<file path="src/rtl/redir_pkg.sv">
package redir_pkg;

  // Width of the select register and of the entry index derived from it.
  localparam int SEL_W = 8;
  localparam int IDX_W = SEL_W - 1;
  localparam int ENTRY_W = 64;
  localparam int HALF_W = 32;

  typedef struct packed {
    logic [7:0]  dest;
    logic [38:0] rsvd;
    logic        mask;
    logic        trig;
    logic        rirr;
    logic        pol;
    logic        dstat;
    logic        dmode;
    logic [2:0]  deliv;
    logic [7:0]  vec;
  } redirEntry_t;

  typedef enum logic [2:0] {
    RD_NONE,
    RD_SEL,
    RD_ID,
    RD_VER,
    RD_ENTRY_LO,
    RD_ENTRY_HI,
    RD_ONES
  } rdSrc_e;

  typedef struct packed {
    logic             idWr;
    logic             entryWrLo;
    logic             entryWrHi;
    logic [IDX_W-1:0] entryIdx;
    rdSrc_e           rdSrc;
  } ctrlStrobe_t;

endpackage

</file>
<file path="src/rtl/redir_ctrl.sv">
module redir_ctrl
  import redir_pkg::*;
#(
  parameter int             PINS       = 24,
  parameter logic [7:0]     SEL_OFF    = 8'h00,
  parameter logic [7:0]     WIN_OFF    = 8'h10,
  parameter logic [SEL_W-1:0] ID_SEL   = 8'h00,
  parameter logic [SEL_W-1:0] VER_SEL  = 8'h01,
  parameter logic [SEL_W-1:0] ARB_SEL  = 8'h02,
  parameter logic [SEL_W-1:0] ENTRY_BASE = 8'h10
) (
  input  logic             clk,
  input  logic             rstN,
  input  logic             busValid,
  input  logic             busWrite,
  input  logic [7:0]       busAddr,
  input  logic [31:0]      busWdata,
  output logic [SEL_W-1:0] selReg,
  output ctrlStrobe_t      strobe
);

  localparam logic [IDX_W-1:0] PIN_LIMIT = IDX_W'(PINS);

  logic             selAcc;
  logic             winAcc;
  logic             winWr;
  logic             winRd;
  logic [SEL_W-1:0] entryOff;
  logic [IDX_W-1:0] entryIdx;
  logic             inTable;
  logic             upperHalf;

  assign selAcc = busValid && (busAddr == SEL_OFF);
  assign winAcc = busValid && (busAddr == WIN_OFF);
  assign winWr  = winAcc && busWrite;
  assign winRd  = winAcc && !busWrite;

  always_ff @(posedge clk or negedge rstN) begin
    if (!rstN) begin
      selReg <= '0;
    end else if (selAcc && busWrite) begin
      selReg <= busWdata[SEL_W-1:0];
    end
  end

  // Entry decode from the select register.
  assign entryOff  = selReg - ENTRY_BASE;
  assign entryIdx  = entryOff[SEL_W-1:1];
  assign upperHalf = selReg[0];
  assign inTable   = (selReg >= ENTRY_BASE) && (entryIdx < PIN_LIMIT);

  always_comb begin
    strobe           = '0;
    strobe.entryIdx  = entryIdx;
    strobe.idWr      = winWr && (selReg == ID_SEL);
    strobe.entryWrLo = winWr && inTable && !upperHalf;
    strobe.entryWrHi = winWr && inTable && upperHalf;
    strobe.rdSrc     = RD_NONE;
    if (selAcc && !busWrite) begin
      strobe.rdSrc = RD_SEL;
    end else if (winRd) begin
      if (selReg == ID_SEL || selReg == ARB_SEL) begin
        strobe.rdSrc = RD_ID;
      end else if (selReg == VER_SEL) begin
        strobe.rdSrc = RD_VER;
      end else if (inTable) begin
        strobe.rdSrc = upperHalf ? RD_ENTRY_HI : RD_ENTRY_LO;
      end else begin
        strobe.rdSrc = RD_ONES;
      end
    end
  end

endmodule

</file>
<file path="src/rtl/redir_table.sv">
module redir_table
  import redir_pkg::*;
#(
  parameter int         PINS     = 24,
  parameter logic [7:0] VER_CODE = 8'h11,
  parameter int         ID_W     = 4,
  parameter int         ID_LSB   = 24
) (
  input  logic                    clk,
  input  logic                    rstN,
  input  ctrlStrobe_t             strobe,
  input  logic [31:0]             busWdata,
  input  logic [SEL_W-1:0]        selReg,
  input  logic [PINS-1:0]         remoteIrrSet,
  output logic [PINS*ENTRY_W-1:0] tableFlat,
  output logic [PINS-1:0]         maskChange,
  output logic [PINS-1:0]         tableWrite,
  output logic [31:0]             busRdata
);

  localparam redirEntry_t ENTRY_RST = '{mask: 1'b1, default: '0};
  localparam logic [7:0]  MAX_PIN   = 8'(PINS - 1);

  redirEntry_t entries [PINS];
  logic [ID_W-1:0] idReg;
  redirEntry_t rdEntry;

  always_ff @(posedge clk or negedge rstN) begin
    if (!rstN) begin
      idReg <= '0;
    end else if (strobe.idWr) begin
      idReg <= busWdata[ID_LSB +: ID_W];
    end
  end

  for (genvar i = 0; i < PINS; i++) begin : g_pin
    logic        hitLo;
    logic        hitHi;
    redirEntry_t nxt;

    assign hitLo = strobe.entryWrLo && (strobe.entryIdx == IDX_W'(i));
    assign hitHi = strobe.entryWrHi && (strobe.entryIdx == IDX_W'(i));

    always_comb begin
      nxt = entries[i];
      if (hitLo) begin
        nxt[HALF_W-1:0] = busWdata;
        nxt.rirr        = 1'b0;
      end
      if (hitHi) begin
        nxt[ENTRY_W-1:HALF_W] = busWdata;
      end
      if (remoteIrrSet[i] && !hitLo) begin
        nxt.rirr = 1'b1;
      end
    end

    always_ff @(posedge clk or negedge rstN) begin
      if (!rstN) begin
        entries[i]    <= ENTRY_RST;
        maskChange[i] <= 1'b0;
        tableWrite[i] <= 1'b0;
      end else begin
        entries[i]    <= nxt;
        maskChange[i] <= hitLo && (nxt.mask != entries[i].mask);
        tableWrite[i] <= hitLo || hitHi;
      end
    end

    assign tableFlat[i*ENTRY_W +: ENTRY_W] = entries[i];
  end

  always_comb begin
    rdEntry = '1;
    for (int i = 0; i < PINS; i++) begin
      if (strobe.entryIdx == IDX_W'(i)) rdEntry = entries[i];
    end
  end

  always_comb begin
    busRdata = '0;
    case (strobe.rdSrc)
      RD_SEL:      busRdata = {{(32-SEL_W){1'b0}}, selReg};
      RD_ID:       busRdata[ID_LSB +: ID_W] = idReg;
      RD_VER:      busRdata = {8'h00, MAX_PIN, 8'h00, VER_CODE};
      RD_ENTRY_LO: busRdata = rdEntry[HALF_W-1:0];
      RD_ENTRY_HI: busRdata = rdEntry[ENTRY_W-1:HALF_W];
      RD_ONES:     busRdata = '1;
      default:     busRdata = '0;
    endcase
  end

endmodule

</file>
<file path="src/rtl/redir_regfile.sv">
module redir_regfile
  import redir_pkg::*;
#(
  parameter int         PINS     = 24,
  parameter logic [7:0] VER_CODE = 8'h11
) (
  input  logic                    clk,
  input  logic                    rstN,
  input  logic                    busValid,
  input  logic                    busWrite,
  input  logic [7:0]              busAddr,
  input  logic [31:0]             busWdata,
  output logic [31:0]             busRdata,
  input  logic [PINS-1:0]         remoteIrrSet,
  output logic [PINS*ENTRY_W-1:0] tableFlat,
  output logic [PINS-1:0]         maskChange,
  output logic [PINS-1:0]         tableWrite
);

  ctrlStrobe_t      strobe;
  logic [SEL_W-1:0] selReg;

  redir_ctrl #(.PINS(PINS)) i_ctrl (
    .clk      (clk),
    .rstN     (rstN),
    .busValid (busValid),
    .busWrite (busWrite),
    .busAddr  (busAddr),
    .busWdata (busWdata),
    .selReg   (selReg),
    .strobe   (strobe)
  );

  redir_table #(.PINS(PINS), .VER_CODE(VER_CODE)) i_table (
    .clk          (clk),
    .rstN         (rstN),
    .strobe       (strobe),
    .busWdata     (busWdata),
    .selReg       (selReg),
    .remoteIrrSet (remoteIrrSet),
    .tableFlat    (tableFlat),
    .maskChange   (maskChange),
    .tableWrite   (tableWrite),
    .busRdata     (busRdata)
  );

endmodule

</file>
<file path="config.mk">
export PLATFORM = sky130hd
export DESIGN_NAME = redir_regfile
export DESIGN_NICKNAME = d
export VERILOG_FILES = /design/src/rtl/redir_pkg.sv /design/src/rtl/redir_ctrl.sv /design/src/rtl/redir_table.sv /design/src/rtl/redir_regfile.sv
export SDC_FILE = /design/constraint.sdc
export NUM_CORES = 2
export LEC_CHECK = 0
export CORE_AREA = 2 2 665 667
export DETAILED_ROUTE_END_ITERATION = 10
export DIE_AREA = 0 0 667 669
export GPL_TIMING_DRIVEN = 1
export MAX_ROUTING_LAYER = met4
export PLACE_DENSITY = 0.33
export SLEW_MARGIN = 20
export SYNTH_ARGS = -nofsm -noshare
export SYNTH_HDL_FRONTEND = slang
export SYNTH_SLANG_ARGS = --single-unit
</file>
<file path="constraint.sdc">
create_clock -name clk -period 13.2 [get_ports clk]
set_clock_uncertainty 0.05 [all_clocks]
set_input_delay 3.96 -clock clk [delete_from_list [all_inputs] [get_ports clk]]
set_output_delay 3.96 -clock clk [all_outputs]
set_load 0.005 [all_outputs]
</file>
======== Yosys cells after proc, flatten, opt, wreduce, memory -nomap -nowiden ========
Cells that the tools add are included.
storage, ports and cells
  bits in registers ....................... 1596
  bits of input ports ..................... 68
  output and inout bits ................... 1616
  word-level logic and storage cells ...... 639
cells by class
  add/subtract/negate cells ............... 1
  $lt $le $gt $ge ......................... 2
  eq/ne operators ......................... 56
  muxes and demuxes ....................... 81
  reductions and logical operators ........ 185
operator list
  cell                                                  count
  2-to-1 mux 64 bit                                     24
  2-to-1 mux 17 bit                                     24
  one-hot mux 24 bit (5 select lines)                   1
  logical AND 1 bit                                     107
  == test 7 x 4 -> 1 bit (second input constant)        8
  == test 7 x 5 -> 1 bit (second input constant)        8
  nonzero test 2 bit                                    24
  == test 7 x 3 -> 1 bit (second input constant)        4
  logical NOT 1 bit                                     26
  logical OR 1 bit                                      25
  2-to-1 mux 1 bit                                      25
  inequality test 1 bit                                 24
  logical NOT 8 bit                                     2
  one-hot mux 4 bit (4 select lines)                    1
  2-to-1 mux 3 bit                                      5
  == test 7 x 2 -> 1 bit (second input constant)        2
  one-hot mux 4 bit (3 select lines)                    1
  == test 3 bit (second input constant)                 3
  == test 8 x 1 -> 1 bit (second input constant)        1
  == test 8 x 2 -> 1 bit (second input constant)        1
  == test 8 x 5 -> 1 bit (second input constant)        1
  >= comparator 8 x 5 -> 1 bit (second input constant)  1
  subtractor 8 x 5 -> 8 bit (second input constant)     1
  == test 7 x 1 -> 1 bit (second input constant)        1
  other kinds (4)                                       5

======== Longest topological paths before layout ========
  depth in word-level cells ............... 27
  depth in mapped cells ................... 14
  depth with buffers taken out ............ 10

======== Modules after synthesis ========
A second synthesis with hierarchy kept.
second synthesis, totals
  cell total of the unflattened synthesis .. 5966
  area, all modules ....................... 74790.5 µm²
by module, submodules not included
  module       instances  cells an instance  area an instance (µm²)  seq. area each (µm²)
  redir_table  1          5910               74194.9                 39768.1
  redir_ctrl   1          56                 595.6                   200.2

======== Least setup slack after synthesis ========
Ideal clock, no wire load.
  kind .................................... input to output
  from .................................... input port busAddr[0]
  to ...................................... output port busRdata[30]
  arrival time ............................ 5827 ps
  data required time ...................... 9190 ps
  setup slack ............................. 3363 ps
  stages .................................. 9
  buffers on the path ..................... 1
  cells stage by stage .................... nor4b_1 -> and4b_1 -> nand3_1 -> nor2_1 -> buf_2 -> o221ai_1 -> nor2_1 -> a22oi_1 -> o21ai_0
on the way
  word-level cells in the longest chain between the ends .. 7
  elaborated cells on any way between the ends .. 12
  those cells by class .................... eq/ne: 4; mux: 3; reduce/logical: 5
ends and longest elaborated chain
  item                                    RTL line             text
  from (decl)                             redir_regfile.sv:11  input logic [7:0] busAddr,
  == test 8 x 5 -> 1 bit                  redir_ctrl.sv:34     assign winAcc = busValid && (busAddr == WIN_OFF);
  logical AND 1 bit                       redir_ctrl.sv:34
  logical AND 1 bit                       redir_ctrl.sv:36     assign winRd = winAcc && !busWrite;
  2-to-1 mux 3 bit                        redir_ctrl.sv:61     end else if (winRd) begin
  2-to-1 mux 3 bit (*)                    redir_ctrl.sv:59     if (selAcc && !busWrite) begin
  == test 3 bit                           redir_table.sv:82    case (strobe.rdSrc)
  one-hot mux 4 bit (3 select lines) (*)  redir_table.sv:82
  to (decl)                               redir_regfile.sv:13  output logic [31:0] busRdata,
Mark *: on every way between the ends. The rest lies on a longest branch, timed or not.

======== Worst setup path after layout ========
  from .................................... input port busAddr[7]
  to ...................................... output port busRdata[9]
on the way
  word-level cells in the longest chain between the ends .. 7
  elaborated cells on any way between the ends .. 14
  those cells by class .................... eq/ne: 6; mux: 3; reduce/logical: 5
ends and longest elaborated chain
  item                                     RTL line
  == test 8 x 5 -> 1 bit                   redir_ctrl.sv:34
  logical AND 1 bit                        redir_ctrl.sv:34
  logical AND 1 bit                        redir_ctrl.sv:36
  2-to-1 mux 3 bit                         redir_ctrl.sv:61
  2-to-1 mux 3 bit (*)                     redir_ctrl.sv:59
  == test 3 bit (tied with other cells)    redir_table.sv:82
  one-hot mux 24 bit (5 select lines) (*)  redir_table.sv:82
Marks and branches as above.

==> impl_metrics.tcl <==
set metrics [dict create \
    grt-ovfl-total 0 \
    place_hpwl_microns 482000 \
    die_w_microns 667 \
    crit_buf_inv 3 \
    fin_area_sq_mm 0.106 \
    synth-edff-count 0 \
    cts.path.max_buffers 4 \
    slowest_stage "o21ai_0" \
    rows 244 \
    grt_pass1_wl_microns 803000 \
    grt_usage_pct 28.7 \
    clock.fmax_mhz 79.0 \
    ff2ff_setup_slack_ns 6.92 \
    nets 7495 \
    synth_top_family_by_area "multiplexers" \
    period_minus_slack_ns 12.66 \
    synth_compound_area_share_pct 10.2 \
    hold_viol 0 \
    cts_made_buffers 217 \
    fillers 46600 \
    synth_commonest_cells "dfrtp_1, mux2_1, mux2_2, clkbuf_1, nand2_1" \
    wirelength_microns 646000 \
    cts_tree "done" \
    antenna_found_initial 86 \
    synth_fa_ha_area_share_pct 0.0339 \
    crit_path_cell_trace "clkdlybuf4s50_1 -> nor4_1 -> and4b_1 -> nand3_1 -> nor2_4 -> buf_4 -> o21ai_0 -> a21o_1 -> o21ai_0 -> clkdlybuf4s50_1" \
    worstPathRequired_ns 9.19 \
    vdd_drop_max_v 0.000105 \
    status "completed" \
    crit_family "simple AND/OR/NAND/NOR gates" \
    synth_xor_area_share_pct 0.330 \
    area_delta_synth_final_pct 43.0 \
    crit_fanout 11 \
    p_per_area_mw_per_mm2 110 \
    tns_ns 0 \
    yosys.area.top_type "dfrtp_1" \
    synth_area_leaders "dfrtp_1, mux2_1, mux2_2, buf_2, a21oi_1" \
    wire_per_inst_microns 48.1 \
    avgSynthCellArea_sq_um 12.7 \
    grt_max_degree 154 \
    grt_pass1_vias 64200 \
    via_per_inst 4.84 \
    synthCells 5830 \
    place_ws_ns 0.526 \
    finalCritPeriodShare_pct 95.9 \
    clock-sinks 1596 \
    cp-startpoint "busAddr[7]" \
    cts.repair.resized 0 \
    place_congestion 0.885 \
    tightest_slew_ns 1.32 \
    fin_ws_ns 0.542 \
    worstSetupEndpointType "output pin" \
    crit_path_end "busRdata[9]" \
    synth_most_common_cell "dfrtp_1" \
    rsz0062_at_grt "false" \
    ant_nets 0 \
    port_buffers 1683 \
    synth_top_area_share_pct 53.3 \
    maxSlewViolCount 0 \
    path_clk_slew_ns 0.06 \
    vias 64900 \
    ctsHoldBuffers 0 \
    io_pins 1684 \
    place_inst 13000 \
    relSlewSlack_pct 12.0 \
    cts_setup_buffers 0 \
    synth_cell_types 86 \
    synth-simple-area-share_pct 4.57 \
    ys_warn_count 0 \
    clock_latency_ns 0.97 \
    cp-start-kind "input port" \
    cts_root_buf "clkbuf_16" \
    route.detailed.drc 0 \
    die-area_sq_mm 0.446 \
    synthArstFlopShare_pct 100 \
    yosys-mux-area-fraction_pct 27.2 \
    slowest_delay_ns 0.73 \
    cap_violations 0 \
    cp.depth 10 \
    timing.reg2reg.worst_path_depth 12 \
    r2r_end "i_table.tableFlat[1332]" \
    htreeDepth 4 \
    start_util_pct 16.8 \
    synth-seq-cells 1596 \
    fp.coreArea_sq_mm 0.440 \
    synth_nets 5900 \
    yosysSeqAreaShare_pct 54.1 \
    setup_viol 0 \
    hold_class "reg2reg" \
    arrival_ns 8.65 \
    finalNonFillerCells 13400 \
    path_class "in2out" \
    placed_area_sq_mm 0.0982 \
    synth_flop_cell "dfrtp_1" \
    netlist_area_sq_mm 0.0739 \
    die_height_microns 669 \
    r2r-start "i_ctrl.selReg[4]" \
    leakagePower_nw 47.6 \
    worstHoldStart "i_table.idReg[0]" \
    drt_iter0_drc 6387 \
    drtPass1Iterations 8 \
    drive_gt1_share_pct 21.1 \
]
-- cell families after synthesis --
family	after synthesis
buf+inv	580
flops	1596
xor+xnor	27
compound gates	1134
simple gates	749
mux	1742
fa+ha+maj	2
-- through the flow --
stage / total power, mW / hold slack (ns) / util (%)
3_3_place_gp: 5.47 / 0.450 / 22.3
3_5_place_dp: 5.47 / 0.440 / 22.3
6_report: 11.7 / 0.455 / 24.0
2_1_floorplan: 5.11 / 0.425 / -
4_1_cts: 11.8 / 0.453 / 24.0
5_1_grt: 12.0 / 0.473 / 24.0
-- final cells by class --
class / count / area (sq um) / area share [%]
antenna: 40 / 100 / 0.0947
tap: 5781 / 7230 / 6.85
clock buffer: 327 / 6390 / 6.05
multi-input combinational: 3654 / 32200 / 30.4
inverter: 13 / 63.8 / 0.0604
clock inverter: 66 / 896 / 0.848
sequential: 1596 / 40000 / 37.8
timing repair buffer: 1943 / 18800 / 17.8
-- report_power, final --
part,switching [mW],internal (mW),leakage [nW]
Combinational,0.403,0.0670,22.0
Sequential,0.00626,4.90,22.1
Clock,2.64,3.65,3.59
-- worst min path at each step --
stage                              to  slack, ns  depth (start not counted)
2_1_floorplan        i_table.idReg[0]       0.43                          1
3_3_place_gp   i_table.tableFlat[292]       0.45                          1
3_5_place_dp         i_table.idReg[0]       0.44                          1
4_1_cts              i_table.idReg[0]       0.45                          1
5_1_grt              i_table.idReg[0]       0.47                          1
6_report             i_table.idReg[0]       0.46                          1
-- routing by layer --
metal  vias to the layer above  wire length [microns]  global-route usage [%]
li1                      24900                      -                       -
met1                     35900                 264000                    34.8
met2                      3372                 303000                    46.0
met3                       701                  45800                    6.57
met4                         0                  32600                    11.7
met5                         -                      0                       -
-- sequential cells by signal, summed over array words and instances (netlist names) --
signal	cells
i_ctrl.selReg	8
i_table.idReg	4
i_table.tableFlat	1536
i_table.maskChange	24
i_table.tableWrite	24
-- placed cells by master (no fill, tap or decap), types with 85 or more instances in the layout --
| cell | netlist | routed |
|---|---|---|
| mux2_1 | 872 | 872 |
| clkdlybuf4s50_1 | 0 | 1649 |
| dfrtp_1 | 1572 | 1568 |
| nor2_1 | 248 | 227 |
| buf_4 | 23 | 257 |
| mux2_2 | 731 | 731 |
| o22ai_1 | 162 | 161 |
| o21ai_0 | 216 | 212 |
| nand2_1 | 256 | 194 |
| a21oi_1 | 245 | 245 |
| clkbuf_16 | 0 | 217 |
| mux2i_1 | 85 | 85 |
-- worst reg2reg max path: cells and delay by family, from the launching register on --
| kind | cells | cell delay, ns |
|---|---|---|
| simple gates | 4 | 2.06 |
| buf+inv | 5 | 1.93 |
| flops | 1 | 1.05 |
| fa+ha+maj | 1 | 0.46 |
| mux | 1 | 0.45 |
| compound gates | 1 | 0.11 |
(Power assumes the default switching activity.)
